===== src/rtl/vframe_pkg.sv =====
package vframe_pkg;
  parameter int LINE_W  = 10;
  parameter int SYNC_W  = 6;
  parameter int PORCH_W = 8;
  parameter int WORD_W  = LINE_W + SYNC_W + 2 * PORCH_W;

  typedef enum logic [1:0] {
    PH_ACT   = 2'd0,
    PH_FRONT = 2'd1,
    PH_SYNC  = 2'd2,
    PH_BACK  = 2'd3
  } phase_e;

  typedef struct packed {
    logic [PORCH_W-1:0] back;
    logic [PORCH_W-1:0] front;
    logic [SYNC_W-1:0]  sync_m1;
    logic [LINE_W-1:0]  lines_m1;
  } vcfg_t;
endpackage


===== src/rtl/vframe_field_unpack.sv =====
module vframe_field_unpack
  import vframe_pkg::*;
(
  input  logic [WORD_W-1:0] word_i,
  output vcfg_t             cfg_o
);
  localparam int SYNC_LSB  = LINE_W;
  localparam int FRONT_LSB = SYNC_LSB + SYNC_W;
  localparam int BACK_LSB  = FRONT_LSB + PORCH_W;

  always_comb begin
    cfg_o.lines_m1 = word_i[SYNC_LSB-1:0];
    cfg_o.sync_m1  = word_i[FRONT_LSB-1:SYNC_LSB];
    cfg_o.front    = word_i[BACK_LSB-1:FRONT_LSB];
    cfg_o.back     = word_i[BACK_LSB+PORCH_W-1:BACK_LSB];
  end
endmodule


===== src/rtl/vframe_shadow.sv =====
module vframe_shadow
  import vframe_pkg::*;
(
  input  logic  clk_i,
  input  logic  rst_ni,
  input  logic  tick_i,
  input  logic  at_start_i,
  input  vcfg_t live_cfg_i,
  input  logic  live_passive_i,
  output vcfg_t cfg_o,
  output logic  passive_o
);
  vcfg_t cfg_q;
  logic  passive_q;
  logic  load;

  assign load = tick_i && at_start_i;

  always_ff @(posedge clk_i or negedge rst_ni) begin
    if (!rst_ni) begin
      cfg_q     <= '0;
      passive_q <= 1'b0;
    end else if (load) begin
      cfg_q     <= live_cfg_i;
      passive_q <= live_passive_i;
    end
  end

  // live values steer the tick that opens the frame, shadow the rest
  assign cfg_o     = at_start_i ? live_cfg_i : cfg_q;
  assign passive_o = at_start_i ? live_passive_i : passive_q;

  AST_SHADOW_HOLD: assert property (@(posedge clk_i) disable iff (!rst_ni)
    !load |=> $stable({cfg_q, passive_q}))
    else $error("shadow changed without frame start");
endmodule


===== src/rtl/vframe_walker.sv =====
module vframe_walker
  import vframe_pkg::*;
#(
  localparam int CNT_A = (LINE_W > PORCH_W) ? LINE_W : PORCH_W,
  localparam int CNT_W = (CNT_A > SYNC_W) ? CNT_A : SYNC_W
) (
  input  logic             clk_i,
  input  logic             rst_ni,
  input  logic             tick_i,
  input  vcfg_t            cfg_i,
  output phase_e           phase_o,
  output logic [CNT_W-1:0] cnt_o,
  output logic             at_start_o
);
  phase_e           ph_q, ph_d;
  logic [CNT_W-1:0] cnt_q, cnt_d, inc;

  assign inc = cnt_q + CNT_W'(1);

  always_comb begin
    ph_d  = ph_q;
    cnt_d = inc;
    unique case (ph_q)
      PH_ACT: if (cnt_q == CNT_W'(cfg_i.lines_m1)) begin
        cnt_d = '0;
        ph_d  = (cfg_i.front != '0) ? PH_FRONT : PH_SYNC;
      end
      PH_FRONT: if (inc == CNT_W'(cfg_i.front)) begin
        cnt_d = '0;
        ph_d  = PH_SYNC;
      end
      PH_SYNC: if (cnt_q == CNT_W'(cfg_i.sync_m1)) begin
        cnt_d = '0;
        ph_d  = (cfg_i.back != '0) ? PH_BACK : PH_ACT;
      end
      PH_BACK: if (inc == CNT_W'(cfg_i.back)) begin
        cnt_d = '0;
        ph_d  = PH_ACT;
      end
      default: begin
        cnt_d = '0;
        ph_d  = PH_ACT;
      end
    endcase
  end

  // state names the line the next tick will start
  always_ff @(posedge clk_i or negedge rst_ni) begin
    if (!rst_ni) begin
      ph_q  <= PH_ACT;
      cnt_q <= '0;
    end else if (tick_i) begin
      ph_q  <= ph_d;
      cnt_q <= cnt_d;
    end
  end

  assign phase_o    = ph_q;
  assign cnt_o      = cnt_q;
  assign at_start_o = (ph_q == PH_ACT) && (cnt_q == '0);

  AST_ACT_BOUND: assert property (@(posedge clk_i) disable iff (!rst_ni)
    (ph_q == PH_ACT) |-> (cnt_q <= CNT_W'(cfg_i.lines_m1)))
    else $error("active count past line limit");
  AST_FRONT_SKIP: assert property (@(posedge clk_i) disable iff (!rst_ni)
    (ph_q == PH_FRONT) |-> (cnt_q < CNT_W'(cfg_i.front)))
    else $error("front porch entered or overrun");
  AST_BACK_SKIP: assert property (@(posedge clk_i) disable iff (!rst_ni)
    (ph_q == PH_BACK) |-> (cnt_q < CNT_W'(cfg_i.back)))
    else $error("back porch entered or overrun");
  AST_SYNC_BOUND: assert property (@(posedge clk_i) disable iff (!rst_ni)
    (ph_q == PH_SYNC) |-> (cnt_q <= CNT_W'(cfg_i.sync_m1)))
    else $error("sync count past width");
endmodule


===== src/rtl/vframe_seq.sv =====
module vframe_seq
  import vframe_pkg::*;
(
  input  logic              clk_i,
  input  logic              rst_ni,
  input  logic              line_tick_i,
  input  logic [WORD_W-1:0] timing_word_i,
  input  logic              passive_mode_i,
  output logic              frame_sync_o,
  output logic              v_active_o,
  output logic [LINE_W-1:0] line_idx_o,
  output logic              frame_start_o
);
  localparam int CNT_A = (LINE_W > PORCH_W) ? LINE_W : PORCH_W;
  localparam int CNT_W = (CNT_A > SYNC_W) ? CNT_A : SYNC_W;

  vcfg_t            live_cfg, cfg;
  logic             passive, at_start;
  phase_e           phase;
  logic [CNT_W-1:0] cnt;

  vframe_field_unpack u_unpack (
    .word_i (timing_word_i),
    .cfg_o  (live_cfg)
  );

  vframe_shadow u_shadow (
    .clk_i          (clk_i),
    .rst_ni         (rst_ni),
    .tick_i         (line_tick_i),
    .at_start_i     (at_start),
    .live_cfg_i     (live_cfg),
    .live_passive_i (passive_mode_i),
    .cfg_o          (cfg),
    .passive_o      (passive)
  );

  vframe_walker u_walker (
    .clk_i      (clk_i),
    .rst_ni     (rst_ni),
    .tick_i     (line_tick_i),
    .cfg_i      (cfg),
    .phase_o    (phase),
    .cnt_o      (cnt),
    .at_start_o (at_start)
  );

  always_ff @(posedge clk_i or negedge rst_ni) begin
    if (!rst_ni) begin
      frame_sync_o  <= 1'b0;
      v_active_o    <= 1'b0;
      line_idx_o    <= '0;
      frame_start_o <= 1'b0;
    end else begin
      frame_start_o <= line_tick_i && at_start;
      if (line_tick_i) begin
        v_active_o   <= (phase == PH_ACT);
        line_idx_o   <= (phase == PH_ACT) ? cnt[LINE_W-1:0] : '0;
        frame_sync_o <= (phase == PH_SYNC) && !passive;
      end
    end
  end

  AST_SYNC_NOT_ACTIVE: assert property (@(posedge clk_i) disable iff (!rst_ni)
    frame_sync_o |-> !v_active_o)
    else $error("sync during active line");
  AST_IDX_IDLE_ZERO: assert property (@(posedge clk_i) disable iff (!rst_ni)
    !v_active_o |-> (line_idx_o == '0))
    else $error("index nonzero outside active");
  AST_HOLD_NO_TICK: assert property (@(posedge clk_i) disable iff (!rst_ni)
    !line_tick_i |=> $stable({frame_sync_o, v_active_o, line_idx_o}))
    else $error("outputs moved without tick");
  AST_START_ONE_CYCLE: assert property (@(posedge clk_i) disable iff (!rst_ni)
    frame_start_o |=> !frame_start_o)
    else $error("frame start wider than one cycle");
  AST_START_LINE0: assert property (@(posedge clk_i) disable iff (!rst_ni)
    frame_start_o |-> (v_active_o && line_idx_o == '0))
    else $error("frame start off line 0");
endmodule


===== config.mk =====
export PLATFORM = sky130hd
export DESIGN_NAME = vframe_seq
export DESIGN_NICKNAME = d
export VERILOG_FILES = /design/src/rtl/vframe_pkg.sv /design/src/rtl/vframe_field_unpack.sv /design/src/rtl/vframe_shadow.sv /design/src/rtl/vframe_walker.sv /design/src/rtl/vframe_seq.sv
export SDC_FILE = /design/constraint.sdc
export NUM_CORES = 1
export LEC_CHECK = 0
export ABC_CLOCK_PERIOD_IN_PS = 3000
export BUFFER_PORTS_ARGS = -buffer_cell sky130_fd_sc_hd__buf_2
export CAP_MARGIN = 20
export CORE_AREA = 2 2 111 113
export DETAILED_ROUTE_END_ITERATION = 16
export DIE_AREA = 0 0 113 115
export PLACE_DENSITY = 0.46
export SKIP_LAST_GASP = 1
export SYNTH_ARGS = -nofsm -noshare
export SYNTH_HDL_FRONTEND = slang
export SYNTH_SLANG_ARGS = --single-unit

===== constraint.sdc =====
create_clock -name clk_i -period 3 [get_ports clk_i]
set_input_delay 0.3 -clock clk_i [delete_from_list [all_inputs] [get_ports clk_i]]
set_output_delay 0.3 -clock clk_i [all_outputs]
set_load 0.03 [all_outputs]

Yosys cells after proc, flatten, opt, wreduce, memory -nomap -nowiden. Cells that the tools add are included. W data, S select, Z words.

Output and inout bits: 13. Word-level logic and storage cells: 47. Flip-flop bits (word level): 58. Input port bits: 36.

Equality and inequality tests: 11. Reduce and logical (&&, ||, !) cells: 9. Add/subtract/negate cells: 1. Multiplexer cells: 15.

Operators by type and width (count): $mux W10 (5); $pmux W10 S4 (1); $mux W32 (1); $eq A10 B8 Y1 (2); $reduce_bool A8 Y1 (2); $mux W2 (6); $add A10 B1 Y10 const B (1); $eq A10 B10 Y1 (1); $eq A10 B6 Y1 (1); $logic_not A10 Y1 (1); $ne A2 B1 Y1 const B (4); $pmux W2 S4 (1); $reduce_and A5 Y1 (1); $eq A2 B2 Y1 const B (2); $logic_and A1 B1 Y1 (3); $eq A2 B1 Y1 const B (1); $logic_not A2 Y1 (1); $logic_not A1 Y1 (1); $mux W1 (1).

Logic depth before layout (Yosys ltp).
Word-level depth: 7. Gate-level depth with buffers: 13. Depth with buffers taken out: 10.

Modules after synthesis. From an unflattened synthesis, not the netlist that was laid out.

Cell total of the unflattened synthesis: 376. Area total of the unflattened synthesis: 4098.9 um^2.

By module, submodules not included: vframe_shadow (cells each 107, times used 1, area each 1756.7 um^2); vframe_walker (cells each 185, times used 1, area each 1507.7 um^2); vframe_seq (cells each 52, times used 1, area each 594.3 um^2); vframe_field_unpack (cells each 32, times used 1, area each 240.2 um^2).

Worst setup path after synthesis. Ideal clock, no wire load.

Path type: reg-to-reg. Start point: reg u_walker.cnt_q[0] (netlist: u_walker.cnt_o[0]). End point: reg u_walker.ph_q[1] (netlist: u_walker.phase_o[1]). Period minus slack after synthesis: 3.268 ns. Stages on the path, launching flop included: 14. Data required time: 2.934 ns. Arrival: 3.202 ns. Slack: -0.268 ns. Cells stage by stage: dfrtp_1 clkbuf_1 clkinv_1 ha_1 or4b_1 buf_2 nor4_4 buf_6 mux2i_1 xnor2_1 nor4_1 a41oi_2 a21oi_4 a22o_1.

Word-level cells in the longest chain between the ends: 7. Elaborated cells between the ends (all ways): 20.

Ends and longest elaborated chain: start, declared (line vframe_walker.sv:16) `logic [CNT_W-1:0] cnt_q, cnt_d, inc;`; start signal, assigned (line vframe_walker.sv:54) `cnt_q <= cnt_d;`; branches (longest 7 deep; another with $add A10 B1 Y10); end signal, assigned (line vframe_walker.sv:53) `ph_q <= ph_d;`; end, declared (line vframe_walker.sv:15) `phase_e ph_q, ph_d;`.

Parallel ways; which one is timed is not known. The select of a mux whose other input is x is not followed. A chain may end at the register's enable or synchronous reset.

Final worst setup path. Same ends and word-level chain as after synthesis.

==> implementation parameters <==
Parameter                              Value

Status
  Result of the run ... complete, but fails checks
  Failing checks ... design-rule violations

Cells and area
  Commonest cells after routing, fill and taps aside ... sky130_fd_sc_hd__dfrtp_1, sky130_fd_sc_hd__buf_2, sky130_fd_sc_hd__buf_4
  Commonest non-fill, non-tap cell in the layout ... sky130_fd_sc_hd__dfrtp_1
  Layout Area Growth over Synthesis ... 28.4%
  Share of cells above drive strength 1 ... 35.0%
  Number of inserted diodes ... 0
  Final core utilization ... 37.8%
  Layout net count ... 447
  Fillcell total ... 1205

Power
  Internal power of the cells ... 2050 uW
  Power density over the cells ... 705 nW/um^2
  Post-route total power ... 3150 uW
  Part of the total power dissipated in the clock network ... 32.7%
  Net switching component of the power ... 1100 uW
  P_leak ... 0.00201 uW
  Sequential power share ... 30.4%
  Combinational fraction of design power ... 36.9%
  Switching portion of total power ... 34.8%
  Max rail drop VDD ... 0.284 mV

Clock tree
  Buffer type at the clock tree root ... sky130_fd_sc_hd__clkbuf_16
  Number of buffers inserted during clock tree synthesis ... 9
  CTS H-tree lvls ... 3
  Hold buffer count at CTS ... 0
  Clock Tree Buf Depth ... 2
  TritonCTS clock tree ... built
  Reg clk slew, reported paths ... 50 ps
  Clock latency reported for the late side of the worst-skew pair ... 330 ps
  Number of sinks driven by the clock tree ... 58

Floorplanning
  I/O pin cnt ... 49
  Die H ... 115 um
  Total core area ... 11800 um^2
  Starting density of the core ... 29.5%
  Die Outline Area ... 13000 um^2
  Core Rows ... 40
  Horiz. Die Dim ... 113 um

Yosys
  Count of flip-flops with a built-in enable after synthesis ... 0
  Commonest register cell after synthesis ... sky130_fd_sc_hd__dfrtp_1
  Fraction of the mapped netlist area in compound gates ... 16.0%
  Unique masters post-synth ... 60
  Post-Synth XOR/XNOR Area ... 8.70%
  Post-synthesis average cell area ... 10.3 um^2
  Register area share after synthesis ... 41.7%
  Mux share of post-synthesis cell area ... 14.0%
  Portion of synthesized cell area occupied by the leading cell type ... 41.7%
  Dominant combinational cell family by area after synthesis ... compound AO/OA/AOI/OAI gates
  Adder and majority cell fraction of the synthesized area ... 0.719%
  Count of state elements after synthesis ... 58
  Fraction of the mapped netlist area in simple logic gates ... 14.4%
  Number of cells produced by synthesis ... 337
  Synthesized area ... 3480 um^2
  Yosys synthesis warning count ... 0
  Net count after synthesis ... 375
  Dominant cells by area after synthesis ... sky130_fd_sc_hd__dfrtp_1, sky130_fd_sc_hd__mux2_2, sky130_fd_sc_hd__mux2i_1, sky130_fd_sc_hd__xnor2_1, sky130_fd_sc_hd__xor2_1
  Proportion of register bits with asynchronous set or reset after synthesis ... 100%
  Biggest area consumer among synthesized cells ... sky130_fd_sc_hd__dfrtp_1

Drt
  Total iterations of the first detailed-routing run ... 10
  Number of routed nets with antenna violations ... 0
  Final wirelength ... 9970 um
  Detail-routed via count per cell ... 5.15
  Total number of vias ... 2887
  DRC ... 5
  Routed wire length per instance ... 17.8 um
  Detailed Route Iter0 Violations ... 175

Global routing
  Number of antenna violations at the first check in global routing ... 0
  Global-route wire length before repair ... 16700 um
  Maximum number of pins on one net before global-route repair ... 33
  Total congestion overflow after global routing ... 0
  Vias in the first global route ... 2964
  Total routing usage reported by global routing ... 16.7%

STA
  Final Setup Violations ... 0
  Final setup margin ... 19.4 ps
  Relative max-transition margin ... 47.5%
  Min cycle time layout ... 2980 ps
  Highest Clock Rate ... 0.336 GHz
  Final worst clock skew ... 8.91 ps
  Final Max Tran Viols ... 0
  Share of the clock period used by the worst path after layout ... 99.4%
  RSZ-0062 raised after global routing ... yes
  Hold Violations, Final ... 0
  Actual transition at the worst max-transition pin ... 785 ps

Critical path
  Data arrival time of the critical path ... 3250 ps
  Critical path class ... reg2reg
  Category of the worst setup path capture point ... flop
  Maximum single-stage delay on the critical path ... 500 ps
  CP Buf/Inv Count ... 2
  Max Fanout on Critical Path ... 10
  Worst endpoint required time ... 3270 ps
  Critical-path cell with the highest stage delay ... sky130_fd_sc_hd__or4b_4
  Critical path launch point type ... flop
  Top Family by Delay on Critical Path ... simple AND/OR/NAND/NOR gates
  Cell-by-cell trace of the critical path ... clkinv_8 > ha_4 > or4b_4 > nor4_4 > buf_12 > mux2i_2 > xnor2_1 > nor4_2 > a41oi_2 > a21oi_4 > a22o_1

Placement
  Global placement routability congestion ... 0.837
  Detailed placer's ending HPWL ... 7560 um
  Minimum setup slack after placement ... -24.1 ps
  Port-buffer cells ... 48

Job
  Total of max-cap violations ... 0

Worst hold path
  Worst min-delay path category ... in2async
-- worst paths after layout --
kind	cells past startpoint	from	to	slack, ps
max	11	u_walker.cnt_o[0]$_DFFE_PN0P_	u_walker.phase_o[1]$_DFFE_PN0P_	20
min	1	rst_ni	u_shadow.passive_q$_DFFE_PN0P_	4
max reg2reg	11	u_walker.cnt_o[0]$_DFFE_PN0P_	u_walker.phase_o[1]$_DFFE_PN0P_	20
min reg2reg	1	u_shadow.passive_q$_DFFE_PN0P_	frame_sync_o$_DFFE_PN0P_	450
max in group asynchronous	2	rst_ni	u_walker.cnt_o[9]$_DFFE_PN0P_	2390
min in group clk_i	2	passive_mode_i	u_shadow.passive_q$_DFFE_PN0P_	210
-- cell type report --
cell class | instances | area (um^2) | share of cell area, %
Sequential cell | 58 | 1450 | 32.5
Inverter | 15 | 71.3 | 1.60
Timing Repair Buffer | 83 | 541 | 12.1
Tap cell | 147 | 184 | 4.12
Clock buffer | 14 | 264 | 5.91
Clock inverter | 2 | 35.0 | 0.784
Multi-Input combinational cell | 242 | 1920 | 43.0
-- cells in the mapped netlist (all sizes together) (2+ instances only) --
master   count
a211oi       5
a21oi       10
a22o        11
a311oi       3
a31oi        3
a41oi        3
and2         4
and3         4
buf          5
clkbuf      17
clkinv       2
dfrtp       58
ha           2
inv         13
mux2        28
mux2i       17
nand2       17
nand2b       4
nand3        5
nand4        2
nor2        25
nor3         5
nor4        14
nor4b        2
o211ai       3
o21ai       10
o221ai       2
o2bb2ai      4
o41ai        2
or2          2
or3          3
xnor2       19
xor2        13
-- registers in the layout (all words and copies together) (netlist names) --
name,count
u_walker.cnt_o,10
frame_sync_o,1
frame_start_o,1
line_idx_o,10
u_shadow.passive_q,1
v_active_o,1
u_walker.phase_o,2
u_shadow.cfg_q,32
-- power groups by stage --
stage          Sequential [uW]  Clock [uW]  Combinational, uW
6_report                   959        1030               1160
5_1_grt                    973        1090               1270
4_1_cts                    959        1070               1160
3_5_place_dp               970           0               1150
3_3_place_gp               968           0               1160
2_1_floorplan             1010           0                698
-- per-stage QoR --
stage | instances | area (um^2) | TNS, ps | hold slack [ps]
final | 561 | 4470 | 0 | 3.72
after global routing | 561 | 4470 | -1010 | 52.4
after CTS | 560 | 4450 | 0 | 22.2
after detailed placement | 544 | 4140 | -24.1 | 371
after global placement | 544 | 4140 | 0 | 363
after floorplan | 337 | 3550 | -1.82 | 4.41
-- worst reg2reg max path, stage by stage (launching register included) --
cell                       delay, ps
sky130_fd_sc_hd__dfrtp_2         450
sky130_fd_sc_hd__clkinv_8         60
sky130_fd_sc_hd__ha_4            110
sky130_fd_sc_hd__or4b_4          500
sky130_fd_sc_hd__nor4_4          230
sky130_fd_sc_hd__buf_12          180
sky130_fd_sc_hd__mux2i_2         230
sky130_fd_sc_hd__xnor2_1         100
sky130_fd_sc_hd__nor4_2          360
sky130_fd_sc_hd__a41oi_2         210
sky130_fd_sc_hd__a21oi_4         310
sky130_fd_sc_hd__a22o_1          180
-- what timing repair did --
item | 4_1_cts | 5_1_grt
gates cloned | 0 | 0
resized for setup | 2 | 5
pin swaps | 0 | 2
buffers inserted | 0 | 1
setup endpoints to repair | 2 | 10
-- layer usage --
metal	part of all wire (%)	vias up	GRT usage, %
met5	0	-	0
met4	2.3	0	6.91
met3	5.4	15	3.69
met2	47	81	26.0
met1	45	1416	22.4
li1	-	1375	-
-- kinds of logic after synthesis --
group | Yosys count
muxes | 45
adders and majority gates | 2
xor gates and xnor gates | 33
buffers and inverters | 37
and+or+nand+nor | 91
AOI/OAI and AO/OA | 71
DFF | 58
(Power assumes the default switching activity.)
